## src/rtl/apdma_pkg.sv

```systemverilog
package apdma_pkg;
  localparam logic [3:0] A_TXPTR = 4'd0;
  localparam logic [3:0] A_RXPTR = 4'd1;
  localparam logic [3:0] A_LEN = 4'd2;
  localparam logic [3:0] A_EN = 4'd3;
  localparam logic [3:0] A_START = 4'd4;
  localparam logic [3:0] A_STOP = 4'd5;
  localparam logic [3:0] A_CLR_TX = 4'd6;
  localparam logic [3:0] A_CLR_RX = 4'd7;
  localparam logic [3:0] A_CLR_STOP = 4'd8;
  localparam logic [3:0] A_MSET = 4'd9;
  localparam logic [3:0] A_MCLR = 4'd10;

  localparam int unsigned EV_TX = 0;
  localparam int unsigned EV_RX = 1;
  localparam int unsigned EV_STOP = 2;
  localparam int unsigned N_EV = 3;

  typedef enum logic [2:0] {S_IDLE, S_WAIT, S_RD, S_WR, S_ADV} seq_state_e;
endpackage

```

## src/rtl/apdma_cfg_regs.sv

```systemverilog
module apdma_cfg_regs
  import apdma_pkg::*;
#(
  parameter int unsigned ADDR_W = 32,
  parameter int unsigned CNT_W = 14
) (
  input  logic              clk_i,
  input  logic              rst_ni,
  input  logic              we_i,
  input  logic [3:0]        addr_i,
  input  logic [31:0]       wdata_i,
  output logic [ADDR_W-1:0] tx_ptr_o,
  output logic [ADDR_W-1:0] rx_ptr_o,
  output logic [CNT_W-1:0]  len_words_o,
  output logic              tx_en_o,
  output logic              rx_en_o,
  output logic              start_o,
  output logic              stop_o,
  output logic [N_EV-1:0]   ev_clr_o,
  output logic [N_EV-1:0]   mask_set_o,
  output logic [N_EV-1:0]   mask_clr_o
);
  logic ptr_ok, len_ok;

  assign ptr_ok = (wdata_i[1:0] == 2'b00);
  // byte count: multiple of 4, nonzero, words fit in CNT_W bits
  assign len_ok = (wdata_i[1:0] == 2'b00) && (wdata_i[31:CNT_W+2] == '0)
                  && (wdata_i[CNT_W+1:2] != '0);

  always_ff @(posedge clk_i or negedge rst_ni) begin
    if (!rst_ni) begin
      tx_ptr_o    <= '0;
      rx_ptr_o    <= '0;
      len_words_o <= CNT_W'(1);
      tx_en_o     <= 1'b0;
      rx_en_o     <= 1'b0;
    end else if (we_i) begin
      if (addr_i == A_TXPTR && ptr_ok) tx_ptr_o <= wdata_i[ADDR_W-1:0];
      if (addr_i == A_RXPTR && ptr_ok) rx_ptr_o <= wdata_i[ADDR_W-1:0];
      if (addr_i == A_LEN && len_ok) len_words_o <= wdata_i[CNT_W+1:2];
      if (addr_i == A_EN) begin
        tx_en_o <= wdata_i[0];
        rx_en_o <= wdata_i[1];
      end
    end
  end

  assign start_o = we_i && (addr_i == A_START);
  assign stop_o  = we_i && (addr_i == A_STOP);
  assign ev_clr_o[EV_TX]   = we_i && (addr_i == A_CLR_TX) && (wdata_i == '0);
  assign ev_clr_o[EV_RX]   = we_i && (addr_i == A_CLR_RX) && (wdata_i == '0);
  assign ev_clr_o[EV_STOP] = we_i && (addr_i == A_CLR_STOP) && (wdata_i == '0);
  assign mask_set_o = (we_i && addr_i == A_MSET) ? wdata_i[N_EV-1:0] : '0;
  assign mask_clr_o = (we_i && addr_i == A_MCLR) ? wdata_i[N_EV-1:0] : '0;

  AST_LEN_NONZERO: assert property (@(posedge clk_i) disable iff (!rst_ni)
    len_words_o != '0);
  AST_PTR_ALIGN: assert property (@(posedge clk_i) disable iff (!rst_ni)
    (tx_ptr_o[1:0] == 2'b00) && (rx_ptr_o[1:0] == 2'b00));
endmodule

```

## src/rtl/apdma_event_unit.sv

```systemverilog
module apdma_event_unit
  import apdma_pkg::*;
(
  input  logic            clk_i,
  input  logic            rst_ni,
  input  logic [N_EV-1:0] ev_set_i,
  input  logic [N_EV-1:0] ev_clr_i,
  input  logic [N_EV-1:0] mask_set_i,
  input  logic [N_EV-1:0] mask_clr_i,
  output logic [N_EV-1:0] ev_o,
  output logic            irq_o
);
  logic [N_EV-1:0] ev_q, mask_q;

  always_ff @(posedge clk_i or negedge rst_ni) begin
    if (!rst_ni) begin
      ev_q   <= '0;
      mask_q <= '0;
    end else begin
      ev_q   <= (ev_q & ~ev_clr_i) | ev_set_i;  // set wins
      mask_q <= (mask_q | mask_set_i) & ~mask_clr_i;
    end
  end

  assign ev_o  = ev_q;
  assign irq_o = |(ev_q & mask_q);

  AST_EV_STICKS: assert property (@(posedge clk_i) disable iff (!rst_ni)
    (|ev_set_i) |=> ((ev_q & $past(ev_set_i)) == $past(ev_set_i)));
  AST_EV_CLR_ONLY: assert property (@(posedge clk_i) disable iff (!rst_ni)
    ((~ev_q & $past(ev_q) & ~$past(ev_clr_i)) == '0));
endmodule

```

## src/rtl/apdma_stream_seq.sv

```systemverilog
module apdma_stream_seq
  import apdma_pkg::*;
#(
  parameter int unsigned ADDR_W = 32,
  parameter int unsigned CNT_W = 14
) (
  input  logic              clk_i,
  input  logic              rst_ni,
  input  logic              start_i,
  input  logic              stop_i,
  input  logic              tick_i,
  input  logic [31:0]       rx_word_i,
  input  logic [ADDR_W-1:0] tx_ptr_i,
  input  logic [ADDR_W-1:0] rx_ptr_i,
  input  logic [CNT_W-1:0]  len_words_i,
  input  logic              tx_en_i,
  input  logic              rx_en_i,
  output logic              mem_req_o,
  output logic              mem_we_o,
  output logic [ADDR_W-1:0] mem_addr_o,
  output logic [31:0]       mem_wdata_o,
  input  logic              mem_ack_i,
  input  logic [31:0]       mem_rdata_i,
  output logic [31:0]       tx_word_o,
  output logic              tx_vld_o,
  output logic [N_EV-1:0]   ev_set_o
);
  localparam int unsigned PAD_W = ADDR_W - CNT_W - 2;

  seq_state_e        state_q;
  logic              tx_on_q, rx_on_q, stop_pend_q;
  logic [ADDR_W-1:0] tx_act_q, rx_act_q, offset;
  logic [CNT_W-1:0]  idx_q, cnt_q;
  logic [31:0]       rx_hold_q;
  logic              stop_now, last_word;

  assign stop_now  = (stop_i || stop_pend_q) && (state_q == S_IDLE || state_q == S_WAIT);
  assign last_word = (idx_q == cnt_q - CNT_W'(1));
  assign offset    = {{PAD_W{1'b0}}, idx_q, 2'b00};

  always_ff @(posedge clk_i or negedge rst_ni) begin
    if (!rst_ni) begin
      state_q     <= S_IDLE;
      tx_on_q     <= 1'b0;
      rx_on_q     <= 1'b0;
      stop_pend_q <= 1'b0;
      tx_act_q    <= '0;
      rx_act_q    <= '0;
      idx_q       <= '0;
      cnt_q       <= CNT_W'(1);
      rx_hold_q   <= '0;
      tx_word_o   <= '0;
      tx_vld_o    <= 1'b0;
      ev_set_o    <= '0;
    end else begin
      tx_vld_o <= 1'b0;
      ev_set_o <= '0;
      if (stop_i) stop_pend_q <= 1'b1;
      if (stop_now) begin
        state_q           <= S_IDLE;
        stop_pend_q       <= 1'b0;
        tx_on_q           <= 1'b0;
        rx_on_q           <= 1'b0;
        ev_set_o[EV_STOP] <= 1'b1;
      end else begin
        unique case (state_q)
          S_IDLE: if (start_i) begin
            state_q         <= S_WAIT;
            tx_on_q         <= tx_en_i;
            rx_on_q         <= rx_en_i;
            tx_act_q        <= tx_ptr_i;
            rx_act_q        <= rx_ptr_i;
            idx_q           <= '0;
            cnt_q           <= len_words_i;
            ev_set_o[EV_TX] <= tx_en_i;
            ev_set_o[EV_RX] <= rx_en_i;
          end
          S_WAIT: if (tick_i && (tx_on_q || rx_on_q)) begin
            rx_hold_q <= rx_word_i;
            state_q   <= tx_on_q ? S_RD : S_WR;
          end
          S_RD: if (mem_ack_i) begin
            tx_word_o <= mem_rdata_i;
            tx_vld_o  <= 1'b1;
            state_q   <= rx_on_q ? S_WR : S_ADV;
          end
          S_WR: if (mem_ack_i) state_q <= S_ADV;
          S_ADV: begin
            state_q <= S_WAIT;
            if (last_word) begin
              idx_q           <= '0;
              cnt_q           <= len_words_i;
              tx_on_q         <= tx_en_i;
              rx_on_q         <= rx_en_i;
              if (tx_en_i) tx_act_q <= tx_ptr_i;
              if (rx_en_i) rx_act_q <= rx_ptr_i;
              // event marks a pointer taken or a direction finishing
              ev_set_o[EV_TX] <= tx_on_q || tx_en_i;
              ev_set_o[EV_RX] <= rx_on_q || rx_en_i;
            end else begin
              idx_q <= idx_q + CNT_W'(1);
            end
          end
          default: state_q <= S_IDLE;
        endcase
      end
    end
  end

  assign mem_req_o   = (state_q == S_RD) || (state_q == S_WR);
  assign mem_we_o    = (state_q == S_WR);
  assign mem_addr_o  = ((state_q == S_RD) ? tx_act_q : rx_act_q) + offset;
  assign mem_wdata_o = rx_hold_q;

  AST_REQ_HOLD: assert property (@(posedge clk_i) disable iff (!rst_ni)
    (mem_req_o && !mem_ack_i) |=> (mem_req_o && $stable(mem_addr_o) && $stable(mem_we_o)));
  AST_ADDR_ALIGN: assert property (@(posedge clk_i) disable iff (!rst_ni)
    mem_req_o |-> (mem_addr_o[1:0] == 2'b00));
  AST_TXVLD_AFTER_RD: assert property (@(posedge clk_i) disable iff (!rst_ni)
    tx_vld_o |-> $past(mem_req_o && !mem_we_o && mem_ack_i));
  AST_IDX_IN_BUF: assert property (@(posedge clk_i) disable iff (!rst_ni)
    (state_q != S_IDLE) |-> (idx_q < cnt_q));
  AST_STOP_QUIET: assert property (@(posedge clk_i) disable iff (!rst_ni)
    ev_set_o[EV_STOP] |-> !mem_req_o);
endmodule

```

## src/rtl/apdma_ptr_ctrl.sv

```systemverilog
module apdma_ptr_ctrl
  import apdma_pkg::*;
#(
  parameter int unsigned ADDR_W = 32,
  parameter int unsigned CNT_W = 14
) (
  input  logic              clk_i,
  input  logic              rst_ni,
  input  logic              cfg_we_i,
  input  logic [3:0]        cfg_addr_i,
  input  logic [31:0]       cfg_wdata_i,
  input  logic              frame_tick_i,
  input  logic [31:0]       rx_word_i,
  output logic [31:0]       tx_word_o,
  output logic              tx_word_vld_o,
  output logic              mem_req_o,
  output logic              mem_we_o,
  output logic [ADDR_W-1:0] mem_addr_o,
  output logic [31:0]       mem_wdata_o,
  input  logic              mem_ack_i,
  input  logic [31:0]       mem_rdata_i,
  output logic [N_EV-1:0]   ev_o,
  output logic              irq_o
);
  logic [ADDR_W-1:0] tx_ptr, rx_ptr;
  logic [CNT_W-1:0]  len_words;
  logic              tx_en, rx_en, start, stop;
  logic [N_EV-1:0]   ev_clr, mask_set, mask_clr, ev_set;

  apdma_cfg_regs #(.ADDR_W(ADDR_W), .CNT_W(CNT_W)) u_regs (
    .clk_i(clk_i), .rst_ni(rst_ni),
    .we_i(cfg_we_i), .addr_i(cfg_addr_i), .wdata_i(cfg_wdata_i),
    .tx_ptr_o(tx_ptr), .rx_ptr_o(rx_ptr), .len_words_o(len_words),
    .tx_en_o(tx_en), .rx_en_o(rx_en), .start_o(start), .stop_o(stop),
    .ev_clr_o(ev_clr), .mask_set_o(mask_set), .mask_clr_o(mask_clr)
  );

  apdma_stream_seq #(.ADDR_W(ADDR_W), .CNT_W(CNT_W)) u_seq (
    .clk_i(clk_i), .rst_ni(rst_ni),
    .start_i(start), .stop_i(stop), .tick_i(frame_tick_i), .rx_word_i(rx_word_i),
    .tx_ptr_i(tx_ptr), .rx_ptr_i(rx_ptr), .len_words_i(len_words),
    .tx_en_i(tx_en), .rx_en_i(rx_en),
    .mem_req_o(mem_req_o), .mem_we_o(mem_we_o), .mem_addr_o(mem_addr_o),
    .mem_wdata_o(mem_wdata_o), .mem_ack_i(mem_ack_i), .mem_rdata_i(mem_rdata_i),
    .tx_word_o(tx_word_o), .tx_vld_o(tx_word_vld_o), .ev_set_o(ev_set)
  );

  apdma_event_unit u_ev (
    .clk_i(clk_i), .rst_ni(rst_ni),
    .ev_set_i(ev_set), .ev_clr_i(ev_clr),
    .mask_set_i(mask_set), .mask_clr_i(mask_clr),
    .ev_o(ev_o), .irq_o(irq_o)
  );
endmodule

```

## config.mk

```make
export PLATFORM = sky130hd
export DESIGN_NAME = apdma_ptr_ctrl
export DESIGN_NICKNAME = d
export VERILOG_FILES = /design/src/rtl/apdma_pkg.sv /design/src/rtl/apdma_cfg_regs.sv /design/src/rtl/apdma_event_unit.sv /design/src/rtl/apdma_stream_seq.sv /design/src/rtl/apdma_ptr_ctrl.sv
export SDC_FILE = /design/constraint.sdc
export NUM_CORES = 1
export LEC_CHECK = 0
export BUFFER_PORTS_ARGS = -buffer_cell sky130_fd_sc_hd__buf_2
export CAP_MARGIN = 10
export CORE_AREA = 2 2 149 151
export CTS_CLUSTER_SIZE = 30
export DETAILED_ROUTE_END_ITERATION = 8
export DIE_AREA = 0 0 151 153
export PLACE_DENSITY = 0.88
export SETUP_SLACK_MARGIN = 0.15
export SLEW_MARGIN = 20
export SYNTH_ARGS = -nofsm -noshare
export SYNTH_HDL_FRONTEND = slang
export SYNTH_SLANG_ARGS = --single-unit
```

## constraint.sdc

```tcl
create_clock -name clk_i -period 5.35 [get_ports clk_i]
set_clock_uncertainty 0.2 [all_clocks]
set_input_delay 0.8025 -clock clk_i [delete_from_list [all_inputs] [get_ports clk_i]]
set_output_delay 0.8025 -clock clk_i [all_outputs]
set_load 0.03 [all_outputs]
```

==> flow_metrics.py, run 1 <==
metrics = {
    "power": {
        "power.density_nw_per_um2": 470,
        "peakVddDrop_v": 0.000427,
        "p_leak_uw": 0.00709,
    },
    "worst_setup_path": {
        "reg2reg_depth": 10,
        "reg2reg_from": "u_seq.cnt_q[0]",
        "reg2reg_slack_ns": 1.11,
        "start_kind": "flip-flop",
        "worstSetupPathType": "flip-flop to output pin",
        "cp_data_required_time_ns": 4.35,
        "crit_arrival_ns": 4.03,
        "r2r-end": "u_seq.rx_act_q[14]",
        "cp_max_fo": 11,
        "end_kind": "output pin",
    },
    "yosys": {
        "ys_ff_latch": 252,
        "yosysTopAreaCellShare": 0.516,
        "synth-edff-count": 0,
        "avgSynthCellArea_um2": 12.7,
        "netlist_top_cells_area": "dfrtp_1 (52%), mux2_2 (14%), mux2_4 (7.4%)",
        "postSynthCellCount": 957,
        "syn_area_um2": 12100,
        "synth_top_area_cell": "dfrtp_1",
        "ys.flop_type": "dfrtp_1",
        "yosys-top-cells-count": "dfrtp_1 (250), mux2_2 (154), nand2_1 (92)",
        "synth_nets": 1079,
        "yosys_warnings": 0,
        "synth_async_sr_flop_share": 1.00,
        "ys_seq_area_frac": 0.520,
        "synth_cell_types": 67,
        "yosysMostFrequentCell": "dfrtp_1",
    },
    "detailed_routing": {
        "drcViolationCount": 0,
        "wl_per_cell_um": 20.5,
        "avgViaCountPerCell": 5.83,
        "firstDrtPassIters": 5,
        "antenna_left": 0,
        "finalWirelength_um": 30300,
        "drt-initial-drc-count": 521,
        "vias": 8634,
    },
    "timing": {
        "finalSetupViolCount": 0,
        "fin_crit_sh": 0.940,
        "setup-tns-final_ns": 0,
        "timing.fmax_mhz": 199,
        "drv_slew": 0,
        "layout_min_cycle_time_ns": 5.03,
        "rsz0062_at_grt": "true",
        "finalHoldViolations": 0,
        "relSlewSlack": 0.375,
        "layout_setup_ws_ns": 0.321,
        "hold_slack_ns": 0.0854,
        "worstMarginPinSlew_ns": 0.937,
    },
    "cts": {
        "clock_latency_ns": 0.55,
        "h-tree-depth": 1,
        "clk_pin_slew_worst_paths_ns": 0.06,
        "cts_num_sinks": 252,
        "clockBufferDepth": 3,
        "cts_tree": "yes",
        "ctsRootBufferMaster": "clkbuf_16",
        "cts_buffers": 27,
    },
    "grt": {
        "grt_overflow": 0,
        "grt_max_degree": 122,
        "grt_pass1_wl_um": 47500,
        "grt_pass1_vias": 8937,
        "grt_usage": 0.259,
        "grt_antenna_before_repair": 2,
    },
    "floorplan": {
        "coreArea_um2": 21500,
        "io_pins": 208,
        "dieArea_um2": 23100,
        "initial_core_util": 0.564,
        "fp.dieH_um": 153,
        "rows": 54,
        "die_x_um": 151,
    },
    "placement": {
        "gp_congestion": 0.898,
        "dp_hpwl_um": 20500,
        "dpl_worst_slack_ns": 0.362,
        "placed_cells": 1418,
        "port_buffers": 207,
    },
    "status": {
        "outcome": "finished clean",
    },
    "layout": {
        "drive_above_1_share": 0.435,
        "antenna_cells": 0,
        "fin_util": 0.673,
        "fill_cells": 1445,
        "fin_nets": 1302,
        "syn_to_final_growth_pct": 19.3,
        "final-instance-count-excl-fill": 1481,
    },
    "flow_run": {
        "maxCapViolations": 0,
    },
    "worst_hold_path": {
        "hp-class": "primary input to asynchronous set/reset pin",
    },
}
## what timing repair did
item / CTS / global route
buffers inserted: 1 / 11
pin swaps: 2 / 1
endpoints found under the setup margin: 15 / 15
cloned: 0 / 1
resized for setup: 8 / 7
hold buffers: 0 / 0
## cell usage in the layout (no fill, tap or decap), types with 5 or more instances in the layout
cell       instances
mux2_4            60
clkbuf_16         28
a31oi_1            5
nand2_1           92
o21ai_0           28
mux2_2           154
a21o_1            11
nor2b_1            6
mux2i_1           15
ha_1              16
xor2_1            19
nand2b_1           9
and2_1             6
inv_1             13
nand3_1           22
a21oi_1           17
dfrtp_1          247
clkbuf_1           6
nor3_1            10
xnor2_1           37
nor2_1            45
nand4_1           14
buf_4             21
buf_2            204
nor4_1             8
and3_1             9
clkbuf_8           7
## cell type report
class,count,area (um2),share of cell area
Clock buffer,40,795,0.0549
Inverter,13,48.8,0.00337
Sequential cell,252,6310,0.436
Timing Repair Buffer,231,1270,0.0880
Multi-Input combinational cell,655,5580,0.386
Clock inverter,10,104,0.00718
Tap cell,280,350,0.0242
## worst max-delay path, stage by stage (launching register included)
cell and delay [ns]:
dfrtp_2 0.49, nor3b_4 0.34, buf_12 0.18, nand2_1 0.06, nand2_1 0.06, ha_1 0.27, o21ai_0 0.18, nor2_1 0.10
o2111a_1 0.25, or4_4 0.54, a211oi_4 0.23, buf_4 0.19, nor3_1 0.07, xnor2_1 0.17, mux2i_2 0.14, clkbuf_4 0.21
## power breakdown
group	total, uW	switching, uW	internal [uW]	leakage [uW]
sequential	2660	312	2340	0.00330
clock	1860	770	1090	0.000443
combinational	2290	1370	914	0.00334
## stage by stage
step / power, uW / cell area, um2
after floorplan: 4170 / 12200
after global placement: 4770 / 13400
after detailed placement: 4870 / 13400
after CTS: 6760 / 14300
after global routing: 7090 / 14500
final: 6800 / 14500
## per-layer routing
metal | GRT usage | wire (um) | vias to the layer above
met3 | 0.0555 | 2140 | 76
met1 | 0.329 | 12200 | 4334
li1 | - | - | 3835
met5 | 0 | 26 | -
met4 | 0.0895 | 1050 | 4
met2 | 0.439 | 14900 | 385
## registers in the layout, summed over array words and instances, names as in the netlist, 3 cells and up
| name | count |
|---|---|
| u_seq.tx_act_q | 32 |
| u_regs.len_words_o | 14 |
| u_seq.cnt_q | 14 |
| u_regs.rx_ptr_o | 32 |
| u_seq.tx_word_o | 32 |
| u_seq.idx_q | 14 |
| u_ev.mask_q | 3 |
| u_seq.mem_wdata_o | 32 |
| u_seq.ev_set_o | 3 |
| u_regs.tx_ptr_o | 32 |
| u_seq.state_q | 3 |
| u_seq.rx_act_q | 32 |
| u_ev.ev_o | 3 |
## cells by family (layout without fill, tap and decap cells)
logic type | after synthesis | count (layout) | synth area share
flops | 252 | 252 | 0.520
simple gates | 251 | 251 | 0.106
mux | 234 | 234 | 0.234
compound gates | 94 | 94 | 0.0529
xor+xnor | 59 | 59 | 0.0426
buf+inv | 50 | 294 | 0.0257
fa+ha+maj | 17 | 17 | 0.0182
## worst max-delay path by stage
stage	startpoint	slack, ns	end	depth (start not counted)
after CTS	u_seq.state_q[0]	0.15	mem_addr_o[22]	15
after detailed placement	u_seq.state_q[1]	0.36	mem_addr_o[31]	14
after global routing	u_seq.state_q[2]	0.10	mem_addr_o[21]	15
final	u_seq.state_q[2]	0.32	mem_addr_o[21]	15
after floorplan	u_seq.state_q[1]	0.20	mem_addr_o[19]	16
after global placement	u_seq.state_q[1]	0.51	mem_addr_o[31]	14
Power figures use the tool's default switching activity.
==> run 2, diff against run 1 <==
- CELL_PAD_IN_SITES_DETAIL_PLACEMENT: not set -> 1
- CELL_PAD_IN_SITES_GLOBAL_PLACEMENT: not set -> 2
- CORE_AREA: 2 2 149 151 -> 2 2 182 184
- DIE_AREA: 0 0 151 153 -> 0 0 184 186
- PLACE_DENSITY: 0.88 -> 0.87
==> flow_metrics.py, run 2 (synthesis gave the netlist of run 1 again) <==
metrics = {
    "cts": {
        "ctsRootBufferMaster": "clkbuf_16",
        "cts_tree": "yes",
        "cts_buffers": 29,
        "post_cts_hold_buffer_count": 0,
        "cts_num_sinks": 252,
        "clock_latency_ns": 0.56,
        "clockBufferDepth": 3,
        "h-tree-depth": 1,
        "clk_pin_slew_worst_paths_ns": 0.06,
    },
    "timing": {
        "layout_min_cycle_time_ns": 5.01,
        "worstMarginPinSlew_ns": 0.971,
        "setup-tns-final_ns": 0,
        "rsz0062_at_grt": "true",
        "timing.fmax_mhz": 200,
        "relSlewSlack": 0.353,
        "layout_setup_ws_ns": 0.343,
        "finalHoldViolations": 0,
        "finalSetupViolCount": 0,
        "fin_crit_sh": 0.936,
        "drv_slew": 0,
    },
    "layout": {
        "drive_above_1_share": 0.436,
        "fin_util": 0.456,
        "fin_nets": 1299,
        "final_common_cell": "dfrtp_1",
        "fill_cells": 3441,
        "layout_common_cells": "dfrtp_1 (248), buf_2 (203), mux2_2 (154)",
        "syn_to_final_growth_pct": 21.2,
    },
    "worst_setup_path": {
        "start_kind": "flip-flop",
        "r2r-end": "u_seq.rx_act_q[14]",
        "crit_arrival_ns": 4.00,
        "reg2reg_depth": 11,
        "cp_data_required_time_ns": 4.35,
        "end_kind": "output pin",
        "reg2reg_slack_ns": 1.07,
        "worstSetupPathType": "flip-flop to output pin",
        "reg2reg_from": "u_seq.cnt_q[0]",
        "cp_max_fo": 10,
    },
    "power": {
        "comb_power_share": 0.321,
        "power.share.clock": 0.296,
        "switching_power_uw": 2480,
        "seq_power_share": 0.383,
        "p_int_uw": 4480,
        "power.density_nw_per_um2": 474,
        "peakVddDrop_v": 0.000370,
        "p_leak_uw": 0.00711,
        "p_sw_frac": 0.356,
    },
    "detailed_routing": {
        "wl_per_cell_um": 20.8,
        "finalWirelength_um": 33400,
        "firstDrtPassIters": 4,
        "avgViaCountPerCell": 5.25,
        "vias": 8435,
        "antenna_left": 0,
        "drt-initial-drc-count": 392,
        "drcViolationCount": 0,
    },
    "floorplan": {
        "dieArea_um2": 34200,
        "fp.dieH_um": 186,
        "io_pins": 208,
        "initial_core_util": 0.376,
        "coreArea_um2": 32200,
        "die_x_um": 184,
        "rows": 66,
    },
    "status": {
        "outcome": "finished clean",
    },
    "placement": {
        "dpl_worst_slack_ns": 0.361,
        "port_buffers": 207,
        "dp_hpwl_um": 23800,
        "gp_congestion": 0.811,
    },
    "grt": {
        "grt_max_degree": 132,
        "grt_antenna_before_repair": 3,
        "grt_usage": 0.197,
        "grt_pass1_wl_um": 52800,
        "grt_overflow": 0,
        "grt_pass1_vias": 9292,
    },
    "worst_hold_path": {
        "hp-class": "primary input to asynchronous set/reset pin",
    },
    "flow_run": {
        "maxCapViolations": 0,
    },
}
-- run 2: worst max path at each step --
| stage | from | slack (ns) | depth (start not counted) | end |
|---|---|---|---|---|
| after floorplan | u_seq.state_q[1] | 0.20 | 16 | mem_addr_o[19] |
| after global placement | u_seq.state_q[1] | 0.54 | 15 | mem_addr_o[31] |
| after detailed placement | u_seq.state_q[1] | 0.36 | 14 | mem_addr_o[31] |
| after CTS | u_seq.state_q[2] | 0.13 | 17 | mem_addr_o[30] |
| after global routing | u_seq.state_q[2] | 0.12 | 18 | mem_addr_o[30] |
| final | u_seq.state_q[1] | 0.34 | 15 | mem_addr_o[21] |
-- run 2: area by class of cell --
type / instances / area (um2) / area share
Antenna cell: 1 / 2.50 / 0.000170
Clock buffer: 41 / 821 / 0.0559
Clock inverter: 10 / 168 / 0.0114
Inverter: 13 / 48.8 / 0.00332
Multi-Input combinational cell: 655 / 5610 / 0.381
Sequential cell: 252 / 6310 / 0.429
Tap cell: 408 / 510 / 0.0347
Timing Repair Buffer: 226 / 1230 / 0.0836
-- run 2: critical path: stages (launching register included) --
cell and delay, ns:
dfrtp_2 0.46, nor2b_4 0.24, nand2b_2 0.16, nand2_1 0.10
nand2_1 0.07, ha_1 0.32, a211oi_2 0.22, nor2_1 0.11
o2111a_1 0.24, or4_4 0.54, a211oi_4 0.27, buf_12 0.16
nor3_1 0.06, xnor2_1 0.17, mux2i_2 0.15, buf_4 0.18
-- run 2: power groups by stage --
stage                     Sequential, uW  Combinational, uW  Clock [uW]
final                               2670               2240        2060
after global routing                2730               2380        2190
after CTS                           2670               2250        2120
after detailed placement            2680               2230           0
after global placement              2660               2180           0
after floorplan                     3080               1090           0
-- run 2: metal layers --
layer	global-route usage	part of all wire	up-vias
li1	-	-	3828
met1	0.251	0.43	4311
met2	0.338	0.48	236
met3	0.0501	0.073	56
met4	0.0451	0.021	4
met5	0	0.00063	-
-- run 2: per-stage QoR --
step | hold slack (ns) | total power, uW | std cells | cell area (um2)
CTS | 0.178 | 7040 | 1604 | 14600
global placement | 0.221 | 4840 | 1551 | 13600
global route | 0.224 | 7300 | 1606 | 14700
floorplan | 0.204 | 4170 | 957 | 12200
detailed placement | 0.214 | 4910 | 1551 | 13600
finish | 0.154 | 6970 | 1606 | 14700
-- run 2: timing repair --
action,4_1_cts,5_1_grt
gates cloned,0,0
setup buffers,2,1
endpoints found under the setup margin,14,15
endpoints found under the hold margin,0,0
resized for setup,9,13
pin swaps,2,3
